===== src/rtl/opr_pkg.sv =====
package opr_pkg;
    localparam int unsigned CMD_W = 4;
    localparam logic [CMD_W-1:0] OPC_SET_BITS = 4'hE;
    localparam logic [CMD_W-1:0] OPC_CLR_BITS = 4'hF;
endpackage


===== src/rtl/opr_cmd_reg.sv =====
module opr_cmd_reg
    import opr_pkg::*;
#(
    parameter int unsigned W = 8
) (
    input  logic             clk,
    input  logic             rst_n,
    input  logic             cmd_valid,
    input  logic [CMD_W-1:0] cmd_code,
    input  logic [W-1:0]     cmd_data,
    output logic [W-1:0]     opr_q
);
    always_ff @(posedge clk) begin
        if (!rst_n) begin
            opr_q <= '0;
        end else if (cmd_valid) begin
            unique case (cmd_code)
                OPC_SET_BITS: opr_q <= opr_q | cmd_data;
                OPC_CLR_BITS: opr_q <= opr_q & ~cmd_data;
                default:      opr_q <= opr_q;
            endcase
        end
    end
endmodule


===== src/rtl/opr_pin_lo.sv =====
module opr_pin_lo (
    input  logic reg_bit,
    input  logic rts_en,
    input  logic rts_req,
    input  logic txd_en,
    input  logic txd_flag,
    output logic pin
);
    logic rts_term;
    logic reg_term;
    logic active;

    always_comb begin
        rts_term = rts_en & reg_bit & rts_req;
        reg_term = ~rts_en & ~txd_en & reg_bit;
        active   = rts_term | reg_term | (txd_en & txd_flag);
        pin      = ~active;
    end
endmodule


===== src/rtl/opr_pin_hi.sv =====
module opr_pin_hi (
    input  logic reg_bit,
    input  logic alt_sel,
    input  logic alt_sig,
    output logic pin
);
    always_comb begin
        pin = alt_sel ? alt_sig : ~reg_bit;
    end
endmodule


===== src/rtl/opr_port_top.sv =====
module opr_port_top
    import opr_pkg::*;
#(
    parameter int unsigned W    = 8,
    parameter int unsigned N_LO = 2
) (
    input  logic             clk,
    input  logic             rst_n,
    input  logic             cmd_valid,
    input  logic [CMD_W-1:0] cmd_code,
    input  logic [W-1:0]     cmd_data,
    input  logic [W-N_LO-1:0] hi_src_sel,
    input  logic [W-N_LO-1:0] hi_alt,
    input  logic [N_LO-1:0]  rts_ctl_en,
    input  logic [N_LO-1:0]  rx_rts,
    input  logic [N_LO-1:0]  txd_ctl_en,
    input  logic [N_LO-1:0]  tx_done,
    output logic [W-1:0]     port_pins
);
    localparam int unsigned N_HI = W - N_LO;

    logic [W-1:0] opr_q;

    opr_cmd_reg #(.W(W)) u_reg (
        .clk       (clk),
        .rst_n     (rst_n),
        .cmd_valid (cmd_valid),
        .cmd_code  (cmd_code),
        .cmd_data  (cmd_data),
        .opr_q     (opr_q)
    );

    for (genvar j = 0; j < N_LO; j++) begin : g_lo
        opr_pin_lo u_lo (
            .reg_bit  (opr_q[j]),
            .rts_en   (rts_ctl_en[j]),
            .rts_req  (rx_rts[j]),
            .txd_en   (txd_ctl_en[j]),
            .txd_flag (tx_done[j]),
            .pin      (port_pins[j])
        );
    end

    for (genvar k = 0; k < N_HI; k++) begin : g_hi
        opr_pin_hi u_hi (
            .reg_bit (opr_q[N_LO+k]),
            .alt_sel (hi_src_sel[k]),
            .alt_sig (hi_alt[k]),
            .pin     (port_pins[N_LO+k])
        );
    end
endmodule


===== config.mk =====
export PLATFORM = sky130hd
export DESIGN_NAME = opr_port_top
export DESIGN_NICKNAME = d
export VERILOG_FILES = /design/src/rtl/opr_pkg.sv /design/src/rtl/opr_cmd_reg.sv /design/src/rtl/opr_pin_lo.sv /design/src/rtl/opr_pin_hi.sv /design/src/rtl/opr_port_top.sv
export SDC_FILE = /design/constraint.sdc
export NUM_CORES = 1
export LEC_CHECK = 0
export ABC_AREA = 0
export BUFFER_PORTS_ARGS = -buffer_cell sky130_fd_sc_hd__buf_2
export CELL_PAD_IN_SITES_DETAIL_PLACEMENT = 1
export CELL_PAD_IN_SITES_GLOBAL_PLACEMENT = 2
export CORE_MARGIN = 4
export CORE_UTILIZATION = 18
export DETAILED_ROUTE_END_ITERATION = 16
export GPL_TIMING_DRIVEN = 0
export PLACE_DENSITY = 0.77
export RECOVER_POWER = 25
export SETUP_SLACK_MARGIN = 0.1
export SYNTH_ARGS = -nofsm -noshare
export SYNTH_HDL_FRONTEND = slang
export SYNTH_SLANG_ARGS = --single-unit

===== constraint.sdc =====
create_clock -name clk -period 2.1 [get_ports clk]
set_input_delay 0.21 -clock clk [delete_from_list [all_inputs] [get_ports clk]]
set_output_delay 0.21 -clock clk [all_outputs]
set_load 0.01 [all_outputs]

== Yosys cells after proc, flatten, opt, wreduce, memory -nomap -nowiden ==
Cells that the tools add are included.
Word-level totals
  ROM bits: 0
  register bits: 8
  word-level logic and storage cells: 41
  output and inout port bits: 8
  bits in latches: 0
  input bits: 35
  memories: 0
  bits in writable memories: 0
Operators by class
  bitwise operators: 29
  muxes and demuxes: 7
  reductions and logical operators: 2
  equal/unequal tests: 2
  multipliers: 0
  shift-type cells: 0
  $add $sub $neg: 0
  divide/modulo/power cells: 0
  $lt $le $gt $ge: 0
Operators with widths (count)
  8-bit one-hot mux with 2 select lines: 1
  1-bit inverter: 12
  1-bit bitwise AND: 10
  8-bit bitwise AND: 1
  4-bit == test, second input constant: 2
  8-bit inverter: 1
  8-bit bitwise OR: 1
  1-bit two-way mux: 6
  1-bit bitwise OR: 4
  2-bit AND reduction: 1
  2-bit nonzero test: 1

== Depth between registers and ports, before layout ==
  word-level depth: 6
  depth in mapped cells: 5
  depth with buffers taken out: 3

== Cells and area by module ==
A second synthesis with hierarchy kept.
Second synthesis, totals
  cells, all modules: 55
  area, all modules: 432.9 um2
Modules (own cells, without submodules)
  opr_cmd_reg: sequential area each 160.2 um2, instances 1, cells each 37, area each 332.8 um2
  opr_pin_hi: sequential area each 0.0 um2, instances 6, cells each 2, area each 8.8 um2
  opr_pin_lo: sequential area each 0.0 um2, instances 2, cells each 3, area each 23.8 um2

== Worst setup path after synthesis ==
Ideal clock, no wire load.
  path type: input port to flip-flop
  start: in cmd_code[2]
  end: reg with a tool-made name
  required time: 2.009 ns
  stages on the path: 5
  arrival time: 0.887 ns
  setup time: 0.091 ns
  path buffers: 2
  setup slack: 1.122 ns
  cell sequence: and4_1 > buf_6 > buf_6 > a21oi_2 > a311oi_1
RTL lines
  start: declaration: line opr_port_top.sv:10  | input logic [CMD_W-1:0] cmd_code,

==> impl_metrics.py <==
metrics = {
    "route": {
        "routedWlPerCell_um": 11.0,
        "drtPass1Iterations": 2,
        "vias_per_cell": 4.54,
        "vias": 586,
        "drt.antenna.violating_nets": 0,
        "drt_iter0_drc": 6,
        "wl_um": 1420,
        "drc": 0,
    },
    "layout": {
        "seqCellArea_sq_um": 160,
        "area_growth_pct": 54.2,
        "nFillCells": 319,
        "multi_input_area_sq_um": 211,
        "final_layout_size_suffix_gt1_share_pct": 54.5,
        "nets": 136,
        "antenna_cells": 0,
    },
    "power": {
        "p_sw_share_pct": 25.9,
        "switchingPower_mw": 0.0949,
        "power_mw": 0.366,
        "p_seq_share_pct": 42.9,
        "internal_power_mw": 0.271,
        "p_clk_share_pct": 33.1,
        "max-vdd-ir-drop_uv": 228,
        "pwr-share-comb_pct": 24.0,
        "powerDensity_nw_per_um2": 514,
        "leakage_nw": 0.324,
    },
    "logic_synthesis": {
        "synth_cell_types": 12,
        "synth-async-reset-ratio_pct": 0,
        "synthCells": 55,
        "synthTopCellsByArea": "dfxtp_1 (35%), a311oi_1 (15%), buf_4 (13%), o21ai_0 (8.7%), a21oi_1 (6.5%)",
        "synth_nets": 90,
        "synth_common_cells": "a311oi_1 (8), buf_4 (8), dfxtp_1 (8), nand2_1 (8), o21ai_0 (8)",
        "syn-cell-area_sq_um": 462,
        "synth_area_leader_cell": "dfxtp_1",
        "synth-seq-area-share_pct": 34.7,
        "synth_ff_type": "dfxtp_1",
        "ys_ff_latch": 8,
        "synth_top_area_share_pct": 34.7,
        "syn_area_per_cell_sq_um": 8.39,
        "ys_warn_count": 0,
        "synth_edf_count": 0,
    },
    "timing": {
        "setup_violations": 0,
        "min_period_ns": 1.30,
        "relSlewSlack_pct": 68.8,
        "clock_skew_ns": 0,
        "drv_slew": 0,
        "fin_tns_setup_ns": 0,
        "final_hold_viol_count": 0,
        "rsz0062_at_grt": "no",
        "worst_pin_slew_ns": 0.468,
        "fmax_ghz": 0.768,
        "post-route-period-util_pct": 62.0,
    },
    "place": {
        "globalplace.congestion": 0.609,
        "dp_hpwl_um": 1180,
        "portBuffers": 41,
    },
    "worst_setup_path": {
        "cp_max_fo": 10,
        "cp_data_required_time_ns": 2.27,
        "ff2ff_path_depth": 2,
        "cpMaxStageDelayCell": "clkbuf_1",
        "startpoint": "cmd_code[2]",
        "worst-setup-path-type": "in -> reg",
        "slowest_delay_ns": 0.42,
        "crit_top_cell": "clkbuf_1",
        "cp-end-kind": "flip-flop",
        "crit_path_cell_trace": "buf_2 -> and4_1 -> clkbuf_1 -> clkbuf_1 -> a21oi_2 -> a311oi_1",
        "worst_setup_path_start_kind": "primary input",
        "cp.arrival_ns": 1.47,
    },
    "grt": {
        "antenna_found_initial": 0,
        "gr-total-overflow": 0,
        "grt_use_total_pct": 9.19,
        "grt_max_degree": 11,
        "grt_pass1_vias": 633,
        "grt_pass1_wl_um": 2400,
    },
    "floorplanning": {
        "die_x_um": 58.6,
        "start_util_pct": 18.8,
        "ios": 43,
        "std_cell_rows": 18,
        "dieArea_sq_um": 3440,
        "die_h_um": 58.6,
        "core_sq_um": 2450,
    },
    "clock_tree": {
        "post-cts-setup-buffer-count": 0,
        "clk_latency_ns": 0.26,
        "cts.sinks": 8,
        "cts_made_buffers": 3,
        "cts_resized": 0,
        "clkTransAtPathRegs_ns": 0.05,
        "holdBufCountCts": 0,
        "cts_root_buffer": "clkbuf_4",
        "cts_tree": "done",
        "htreeDepth": 1,
        "clock_path_buffers": 2,
    },
    "run": {
        "drv_cap": 0,
    },
    "outcome": {
        "status": "completed",
    },
    "worst_hold_path": {
        "hold_depth": 2,
        "hold_class": "in -> reg",
        "min_from": "cmd_data[2]",
    },
}
-- cells by family (layout without fill, tap and decap cells) --
family,after synthesis,after routing,share of synthesized area [%]
buffers and inverters,12,56,19.5
DFF,8,8,34.7
and+or+nand+nor,9,9,8.40
AOI/OAI and AO/OA,26,26,37.4
-- routing by layer --
layer  GRT usage [%]  vias up  wire, um
met2            16.3       29       715
met5               0        -         0
met3            2.85        2       169
met1            9.30      267       518
met4            5.83        0        17
li1                -      288         -
-- critical path, delay by kind of cell --
family,cells,cell delay (ns)
buffers and inverters,3,0.75
AND/OR/NAND/NOR,1,0.17
AO/OA/AOI/OAI,2,0.33
-- cells in the final DEF (no fill, tap or decap) --
cell	synthesis	final
a21oi_1	6	6
buf_4	8	8
and4_1	1	1
dfxtp_1	8	8
buf_2	0	41
clkbuf_4	0	3
a21oi_2	2	2
o21ai_0	8	8
inv_1	1	1
a22oi_1	2	2
a311oi_1	8	8
buf_1	1	1
clkbuf_1	0	2
nand2_1	8	8
-- power by group through the flow --
stage | Sequential, mW | Combinational (mW) | Clock, mW
after floorplan | 0.160 | 0.0425 | 0
after global placement | 0.160 | 0.0874 | 0
after detailed placement | 0.160 | 0.0910 | 0
after CTS | 0.157 | 0.0914 | 0.125
after global routing | 0.157 | 0.0986 | 0.139
final | 0.157 | 0.0878 | 0.121
-- path summary, 6_finish.rpt --
path                                   to  slack [ns]
worst max-delay path            flip-flop        0.80
worst max register to register  flip-flop        1.39
worst min-delay path            flip-flop        0.16
worst min register to register  flip-flop        0.50
-- per-stage QoR --
step | hold WS [ns] | setup WS (ns) | utilization (%) | instances | cell area (sq um)
6_report | 0.161 | 0.798 | 29.0 | 129 | 712
5_1_grt | 0.153 | 0.602 | 29.0 | 129 | 712
4_1_cts | 0.159 | 0.878 | 29.6 | 129 | 727
3_5_place_dp | 0.434 | 0.953 | 28.7 | 126 | 704
3_3_place_gp | 0.425 | 0.987 | 28.7 | 126 | 704
2_1_floorplan | 0.325 | 1.12 | - | 55 | 462
-- area by class of cell --
| cell class | instances | share of cell area, % |
|---|---|---|
| inverter | 1 | 0.527 |
| tap | 30 | 5.27 |
| timing repair buffer | 41 | 28.8 |
| buffer | 11 | 10.0 |
| sequential | 8 | 22.5 |
| clock buffer | 3 | 3.16 |
| multi-input combinational | 35 | 29.7 |
Note: power is estimated with default switching activity, not from simulation.
